## config.mk

```make
export PLATFORM = sky130hd
export DESIGN_NAME = frac_baud_gen
export DESIGN_NICKNAME = d
export VERILOG_FILES = /design/src/rtl/fbg_pkg.sv /design/src/rtl/fbg_cfg_regs.sv /design/src/rtl/fbg_prescaler.sv /design/src/rtl/fbg_divisor.sv /design/src/rtl/fbg_ext_sync.sv /design/src/rtl/frac_baud_gen.sv
export SDC_FILE = /design/constraint.sdc
export NUM_CORES = 1
export LEC_CHECK = 0
export BUFFER_PORTS_ARGS = -buffer_cell sky130_fd_sc_hd__buf_2
export CORE_UTILIZATION = 56
export CTS_CLUSTER_DIAMETER = 80
export DETAILED_ROUTE_END_ITERATION = 10
export PLACE_DENSITY = 0.81
export SYNTH_ARGS = -nofsm -noshare
export SYNTH_HDL_FRONTEND = slang
export SYNTH_SLANG_ARGS = --single-unit
```

## constraint.sdc

```tcl
create_clock -name clk -period 2 [get_ports clk]
set_clock_uncertainty 0.15 [all_clocks]
set_input_delay 0 -clock clk [delete_from_list [all_inputs] [get_ports clk]]
set_output_delay 0 -clock clk [all_outputs]
set_load 0.1 [all_outputs]
```

## src/rtl/fbg_pkg.sv

```systemverilog
package fbg_pkg;
  localparam int REG_W    = 8;
  localparam int PRE_W    = 5;
  localparam int DIV_W    = 11;
  localparam int DIV_HI_W = DIV_W - REG_W;

  typedef struct packed {
    logic [PRE_W-1:0] code;
    logic [DIV_W-1:0] div;
  } fbg_cfg_t;
endpackage

```

## src/rtl/fbg_cfg_regs.sv

```systemverilog
module fbg_cfg_regs
  import fbg_pkg::*;
(
  input  logic             clk,
  input  logic             rst_n,
  input  logic             wr,
  input  logic             sel,
  input  logic [REG_W-1:0] wdata,
  output logic [REG_W-1:0] rdata,
  output fbg_cfg_t         cfg_q,
  output fbg_cfg_t         cfg_d,
  output logic             restart
);
  logic [REG_W-1:0] lo_q, lo_d, ps_q, ps_d;

  always_comb begin
    lo_d = lo_q;
    ps_d = ps_q;
    if (wr) begin
      if (sel) ps_d = wdata;
      else     lo_d = wdata;
    end
  end

  always_ff @(posedge clk or negedge rst_n) begin
    if (!rst_n) begin
      lo_q <= '0;
      ps_q <= '0;
    end else if (wr) begin
      lo_q <= lo_d;
      ps_q <= ps_d;
    end
  end

  always_comb begin
    cfg_q.code = ps_q[REG_W-1 -: PRE_W];
    cfg_q.div  = {ps_q[DIV_HI_W-1:0], lo_q};
    cfg_d.code = ps_d[REG_W-1 -: PRE_W];
    cfg_d.div  = {ps_d[DIV_HI_W-1:0], lo_d};
    rdata      = sel ? ps_q : lo_q;
    restart    = wr;
  end
endmodule

```

## src/rtl/fbg_prescaler.sv

```systemverilog
module fbg_prescaler
  import fbg_pkg::*;
(
  input  logic             clk,
  input  logic             rst_n,
  input  logic [PRE_W-1:0] code_q,
  input  logic [PRE_W-1:0] code_d,
  input  logic             restart,
  output logic             tick
);
  logic [PRE_W:0]   sum_q, sum_d, flo_q, flo_d;
  logic             odd_q;
  logic [PRE_W-1:0] cnt_q, cnt_n;
  logic             ph_q, ph_n;
  logic [PRE_W:0]   reload_w;

  always_comb begin
    sum_q    = {1'b0, code_q} + 1'b1;
    sum_d    = {1'b0, code_d} + 1'b1;
    flo_q    = sum_q >> 1;
    flo_d    = sum_d >> 1;
    odd_q    = sum_q[0];
    tick     = (code_q != '0) && (cnt_q == '0);
    reload_w = flo_q + {{PRE_W{1'b0}}, (odd_q & ~ph_q)} - 1'b1;
    cnt_n    = cnt_q;
    ph_n     = ph_q;
    if (restart) begin
      cnt_n = PRE_W'(flo_d - 1'b1);
      ph_n  = 1'b0;
    end else if (tick) begin
      cnt_n = reload_w[PRE_W-1:0];
      ph_n  = ~ph_q;
    end else if (code_q != '0) begin
      cnt_n = cnt_q - 1'b1;
    end
  end

  always_ff @(posedge clk or negedge rst_n) begin
    if (!rst_n) begin
      cnt_q <= '0;
      ph_q  <= 1'b0;
    end else begin
      cnt_q <= cnt_n;
      ph_q  <= ph_n;
    end
  end

  AST_PRE_CNT_RANGE: assert property (@(posedge clk) disable iff (!rst_n)
    (code_q != '0) |-> ({1'b0, cnt_q} < flo_q + {{PRE_W{1'b0}}, odd_q}));
  AST_PRE_TICK_GAP: assert property (@(posedge clk) disable iff (!rst_n)
    (flo_q > 1 && tick && !restart) |=> !tick);
endmodule

```

## src/rtl/fbg_divisor.sv

```systemverilog
module fbg_divisor
  import fbg_pkg::*;
(
  input  logic             clk,
  input  logic             rst_n,
  input  logic [DIV_W-1:0] div_q,
  input  logic [DIV_W-1:0] div_d,
  input  logic             restart,
  input  logic             tick,
  output logic             baud_en
);
  logic [DIV_W-1:0] dcnt_q, dcnt_n;

  always_comb begin
    baud_en = tick && (dcnt_q == '0);
    dcnt_n  = dcnt_q;
    if (restart)      dcnt_n = div_d;
    else if (baud_en) dcnt_n = div_q;
    else if (tick)    dcnt_n = dcnt_q - 1'b1;
  end

  always_ff @(posedge clk or negedge rst_n) begin
    if (!rst_n) dcnt_q <= '0;
    else        dcnt_q <= dcnt_n;
  end

  AST_DIV_RANGE: assert property (@(posedge clk) disable iff (!rst_n)
    dcnt_q <= div_q);
  AST_DIV_HOLD: assert property (@(posedge clk) disable iff (!rst_n)
    (!tick && !restart) |=> $stable(dcnt_q));
endmodule

```

## src/rtl/fbg_ext_sync.sv

```systemverilog
module fbg_ext_sync #(
  parameter int STAGES = 2
) (
  input  logic clk,
  input  logic rst_n,
  input  logic pin,
  output logic rise
);
  logic [STAGES-1:0] sync_q, sync_n;
  logic              prev_q;

  always_comb begin
    sync_n[0] = pin;
    for (int i = 1; i < STAGES; i++) sync_n[i] = sync_q[i-1];
    rise = sync_q[STAGES-1] & ~prev_q;
  end

  always_ff @(posedge clk or negedge rst_n) begin
    if (!rst_n) begin
      sync_q <= '0;
      prev_q <= 1'b0;
    end else begin
      sync_q <= sync_n;
      prev_q <= sync_q[STAGES-1];
    end
  end

  AST_EXT_ONE_PULSE: assert property (@(posedge clk) disable iff (!rst_n)
    rise |=> !rise);
endmodule

```

## src/rtl/frac_baud_gen.sv

```systemverilog
module frac_baud_gen
  import fbg_pkg::*;
#(
  parameter int SYNC_STAGES = 2
) (
  input  logic             clk,
  input  logic             rst_n,
  input  logic             cfg_wr,
  input  logic             cfg_sel,
  input  logic [REG_W-1:0] cfg_wdata,
  output logic [REG_W-1:0] cfg_rdata,
  input  logic             ext_clk_pin,
  input  logic             tx_src_ext,
  input  logic             rx_src_ext,
  output logic             tx_baud_en,
  output logic             rx_baud_en
);
  logic     rst_meta_q, rst_sync_q;
  fbg_cfg_t cfg_q, cfg_d;
  logic     restart, pre_tick, int_en, ext_rise;

  always_ff @(posedge clk or negedge rst_n) begin
    if (!rst_n) begin
      rst_meta_q <= 1'b0;
      rst_sync_q <= 1'b0;
    end else begin
      rst_meta_q <= 1'b1;
      rst_sync_q <= rst_meta_q;
    end
  end

  fbg_cfg_regs u_regs (
    .clk     (clk),
    .rst_n   (rst_sync_q),
    .wr      (cfg_wr),
    .sel     (cfg_sel),
    .wdata   (cfg_wdata),
    .rdata   (cfg_rdata),
    .cfg_q   (cfg_q),
    .cfg_d   (cfg_d),
    .restart (restart)
  );

  fbg_prescaler u_pre (
    .clk     (clk),
    .rst_n   (rst_sync_q),
    .code_q  (cfg_q.code),
    .code_d  (cfg_d.code),
    .restart (restart),
    .tick    (pre_tick)
  );

  fbg_divisor u_div (
    .clk     (clk),
    .rst_n   (rst_sync_q),
    .div_q   (cfg_q.div),
    .div_d   (cfg_d.div),
    .restart (restart),
    .tick    (pre_tick),
    .baud_en (int_en)
  );

  fbg_ext_sync #(.STAGES(SYNC_STAGES)) u_ext (
    .clk   (clk),
    .rst_n (rst_sync_q),
    .pin   (ext_clk_pin),
    .rise  (ext_rise)
  );

  always_comb begin
    tx_baud_en = tx_src_ext ? ext_rise : int_en;
    rx_baud_en = rx_src_ext ? ext_rise : int_en;
  end

  AST_OFF_NO_ENABLE: assert property (@(posedge clk) disable iff (!rst_sync_q)
    (cfg_q.code == '0 && !tx_src_ext) |-> !tx_baud_en);
endmodule

```

After elaboration in Yosys (flattened, before gate mapping)
Cells that the tools add are included.
- output and inout port bits: 10
- register bits: 38
- logic and storage cells: 42
- add/subtract/negate cells: 7
- multiplexer cells: 14
- reductions and logical operators: 8
- bitwise gates (word level): 4
- operator list (operator ; count):
    $mux W11 ; 3
    $mux W8 ; 4
    $mux W5 ; 3
    $sub A5 B1 Y5 const B ; 3
    $add A5 B1 Y6 const B ; 2
    $logic_not A11 Y1 ; 1
    $sub A11 B1 Y11 const B ; 1
    $reduce_bool A3 Y1 ; 2
    $add A5 B1 Y5 ; 1
    $logic_not A5 Y1 ; 1
    $reduce_bool A5 Y1 ; 1
    $mux W1 ; 4
    $and A1 B1 Y1 ; 2
    $logic_and A1 B1 Y1 ; 2
    $not A1 Y1 ; 2
    $reduce_bool A2 Y1 ; 1

Longest topological paths before layout
- depth in word-level cells: 6
- depth in mapped cells: 12
- depth with buffers taken out: 10

By module
From an unflattened synthesis, not the netlist that was laid out.
- cells, all modules: 249
- area total of the unflattened synthesis: 2733.9 sq um
- modules (own cells, without submodules) (module ; cells each ; instances ; area an instance (sq um)):
    fbg_cfg_regs ; 63 ; 1 ; 974.7
    fbg_divisor ; 96 ; 1 ; 898.4
    fbg_prescaler ; 81 ; 1 ; 691.9
    fbg_ext_sync ; 4 ; 1 ; 88.8
    frac_baud_gen ; 5 ; 1 ; 80.1

Least setup slack after synthesis
Ideal clock, no wire load.
- path kind: register -> output
- start: register u_div.dcnt_q[0]
- end: output port rx_baud_en
- cell stages (with the launch flop): 7
- buffers on the path: 0
- setup slack: -1795 ps
- arrival time: 3645 ps
- cells stage by stage: dfrtp_1 > inv_1 > ha_1 > nor4b_1 > nand3_2 > or2_2 > o21ai_0
- cells in the longest elaborated chain, start to end: 3
- RTL lines (what ; RTL line ; RTL):
    start, declared ; fbg_divisor.sv:12 ; logic [DIV_W-1:0] dcnt_q, dcnt_n;
    start signal, assigned ; fbg_divisor.sv:24 ; else dcnt_q <= dcnt_n;
    $logic_not A11 Y1 ; fbg_divisor.sv:15 ; baud_en = tick && (dcnt_q == '0);
    $logic_and A1 B1 Y1 ; fbg_divisor.sv:15 ;
    $mux W1 ; frac_baud_gen.sv:72 ; rx_baud_en = rx_src_ext ? ext_rise : int_en;
    end, declared ; frac_baud_gen.sv:16 ; output logic rx_baud_en
No other way between the ends.

Worst setup path in the final report
Same ends and word-level chain as after synthesis.

==> flow_summary_export.csv <==
group,metric,value,unit
grt,grt_pass1_vias,2675,
cells_and_area,num-fill-cells,202,
die,num_rows,24,
power,p_total,3330,uW
drt,firstDrtPassIters,8,
synth,synthFlopType,"dfrtp_1",
power,combPwrFrac,43.6,%
grt,grt_pass1_wl,13.7,mm
cells_and_area,antennaDiodeCount,0,
cts,clk_latency,300,ps
status,status,"finished, violations left",
cells_and_area,utilization,84.3,%
worst_setup_path,arrival,2070,ps
worst_setup_path,critPathSlowestCell,"dfrtp_1",
synth,ys_types,61,
sta,layout_min_cycle_time,2220,ps
job,maxCapViolCount,0,
die,dieArea,0.00499,mm^2
synth,yosysWarnings,0,
die,fp.dieW,70.6,um
sta,hold_viol_final,0,
status,violations,"DRC, setup timing",
placed_design,io_buffers,24,
power,ir_worst_vdd,0.586,mV
min_path,hold_path_end,"u_regs.ps_q[4]$_DFFE_PN0P_",
die,start_util,59.4,%
worst_setup_path,worst_path_dominant_cell_family,"simple AND/OR/NAND/NOR gates",
worst_setup_path,path_class,"register to output pin",
synth,synthArstFlopShare,100,%
power,p_clk_share,24.4,%
worst_setup_path,crit_chain,"inv_2, ha_4, nor4b_4, nand3_2, or2_4, o21ai_4, buf_12",
sta,slew_headroom,63.0,%
drt,routed-via-count,2843,
synth,yosys_register_bits,38,
power,p_per_area,890,mW/mm^2
placed_design,place_congestion,0.943,
drt,wl,9.63,mm
min_path,hold_path.class,"input pin to register",
power,swShare,39.4,%
sta,min_period_over_period,111,%
power,p_int,2020,uW
sta,finalSetupViolCount,18,
synth,synth_area,0.00264,mm^2
synth,post-synth-top-area-cell,"dfrtp_1",
synth,synth-edff-count,0,
cts,numCtsBuffers,5,
cells_and_area,fin_area,0.00374,mm^2
sta,fmax,451,MHz
synth,syn_inst,274,
grt,overflow,0,
worst_setup_path,crit-reg2reg-launch,"u_regs.ps_q[4]$_DFFE_PN0P_",
synth,syn_area_per_cell,9.63,um^2
sta,slew_viol_final,0,
cells_and_area,finalNetCount,385,
worst_setup_path,required,1850,ps
cts,cts_root_buf,"clkbuf_8",
worst_setup_path,start_kind,"register",
drt,drc,2,
worst_setup_path,cp_max_fo,4,
worst_setup_path,critPathBufInv,2,
cts,h-tree-depth,2,
cts,clock_sinks,38,
worst_setup_path,max_stage_delay,440,ps
synth,syn_nets,298,
placed_design,dp_hpwl,5.07,mm
synth,yosysTopAreaCellShare,36.0,%
cts,clkSlewWorstSetupHoldPaths,90,ps
cts,tritoncts,"built",
worst_setup_path,reg2reg_slack,-220,ps
power,p_sw,1310,uW
worst_setup_path,cp-end-kind,"output pin",
sta,rsz0062_at_grt,"yes",
drt,avgViaCountPerCell,6.87,
die,io_pins,25,
power,power_leakage,0.00159,uW
placed_design,place_ws,-129,ps
sta,worst_pin_slew,555,ps
die,die_h,70.6,um
synth,synth_area_leaders,"dfrtp_1, mux2_2, mux2i_1",
synth,synth_most_common_cell,"dfrtp_1",
drt,ant_nets,0,
synth,seq_area_frac_synth,36.0,%
drt,drtIter0Drc,435,
drt,wire_per_inst,23.3,um
worst_setup_path,rr_endpoint,"u_pre.cnt_q[4]$_DFFE_PN0P_",
placed_design,dpl_cell_area,0.00319,mm^2
power,pwr-share-seq,32.0,%
cells_and_area,drive_above_1_share,44.2,%
die,coreArea,0.00444,mm^2
cells_and_area,area_delta_synth_final,41.9,%
min_path,hp-start,"cfg_sel",
cts,cts_buffer_depth,2,
worst_setup_path,rr_worst_depth,9,
grt,grt_max_degree,33,
min_path,hold_depth,4,
sta,fin_tns_setup,-2220,ps
sta,fin_ws,-219,ps
grt,grt_use_total,36.8,%
synth,netlist_top_cells_count,"dfrtp_1, nand2_1, mux2_2, o21ai_0",
grt,antenna_found_initial,0,
[flip-flops by register name, indices dropped and copies added (netlist names)]
register and flops:
u_div.dcnt_q 11, u_ext.sync_q 2, u_regs.lo_q 8, rst_meta_q 1, rst_sync_q 1, u_pre.ph_q 1
u_pre.cnt_q 5, u_regs.ps_q 8, u_ext.prev_q 1
[worst reg2reg max path: stages (launching register included)]
cell     delay [ps]
dfrtp_1         430
inv_2           110
ha_4            210
inv_2            60
ha_4            150
ha_4            140
or4b_4          470
a21oi_2         150
nor3_1           80
a31oi_1         200
[worst max-delay path by stage]
stage          slack (ps)  depth (start not counted)                           to                        start
2_1_floorplan        -130                          6                   rx_baud_en   u_pre.cnt_q[0]$_DFFE_PN0P_
3_3_place_gp          -60                          7  u_div.dcnt_q[0]$_DFFE_PN0P_   u_regs.ps_q[3]$_DFFE_PN0P_
3_5_place_dp         -130                          7  u_div.dcnt_q[0]$_DFFE_PN0P_   u_regs.ps_q[3]$_DFFE_PN0P_
4_1_cts              -140                          8                   rx_baud_en   u_pre.cnt_q[1]$_DFFE_PN0P_
5_1_grt              -290                          9   u_pre.cnt_q[4]$_DFFE_PN0P_   u_regs.ps_q[3]$_DFFE_PN0P_
6_report             -220                          7                   rx_baud_en  u_div.dcnt_q[0]$_DFFE_PN0P_
[per-stage QoR]
stage | hold WS [ps] | std cells
after floorplan | -446 | 274
after global placement | -365 | 380
after detailed placement | -363 | 380
after CTS | 51.3 | 411
after global routing | 148 | 414
final | 107 | 414
[routing by layer]
layer  vias to the layer above  GRT usage (%)  wire [um]  part of all wire, %
met5                         -              0          0                    0
met4                         0           18.9        512                  5.3
met3                        64           5.84        859                  8.9
met2                       225           60.5       4450                   46
met1                      1356           47.4       3810                   40
li1                       1198              -          -                    -
[cells in the final DEF, fill, tap and decap left out, types with 3 or more instances in the layout]
master,count
buf_4,48
dfrtp_1,37
nand2_1,23
mux2_2,22
buf_2,22
mux2i_1,12
dlygate4sd3_1,12
nor2_1,10
a21oi_1,10
inv_1,9
o21ai_0,8
o21ai_1,7
buf_6,7
inv_2,6
xnor2_1,6
a21oi_2,5
a31oi_1,5
clkbuf_8,5
o221ai_1,4
o211ai_1,4
a211oi_1,4
ha_4,4
ha_1,4
and2_1,3
or4b_4,3
nor2b_1,3
nand2b_1,3
nand4_1,3
nor3_1,3
o22a_1,3
[cell families (layout without fill, tap and decap cells)]
kind of cell,count (synthesis),count (layout),synth area share (%)
xor+xnor,9,9,2.99
buf+inv,30,118,5.17
flops,38,38,36.0
other cells,1,1,0.142
simple gates,77,77,17.4
fa+ha+maj,9,9,4.27
compound gates,75,75,19.6
mux,35,35,14.4
[power by group through the flow]
| stage | logic (uW) | clock network (uW) | registers [uW] |
|---|---|---|---|
| finish | 1450 | 813 | 1070 |
| global route | 1530 | 835 | 1070 |
| CTS | 1290 | 809 | 1030 |
| detailed placement | 1170 | 0 | 1040 |
| global placement | 1150 | 0 | 1030 |
| floorplan | 810 | 0 | 1030 |
[repair_timing]
action	in CTS	in global routing
resized for setup	30	26
gates cloned	0	1
hold buffers	12	0
endpoints found under the setup margin	16	19
endpoints found under the hold margin	29	0
buffers inserted	12	4
pin swaps	15	8
[layout make-up]
class                           count  area (um^2)  share of cell area (%)
Sequential cell                    38          952                    25.4
Clock inverter                      3         68.8                    1.84
Tap cell                           52         65.1                    1.74
Clock buffer                        5         68.8                    1.84
Multi-Input combinational cell    206         1770                    47.1
Inverter                           16         60.1                    1.60
Timing Repair Buffer               94          764                    20.4
(Power assumes the default switching activity.)
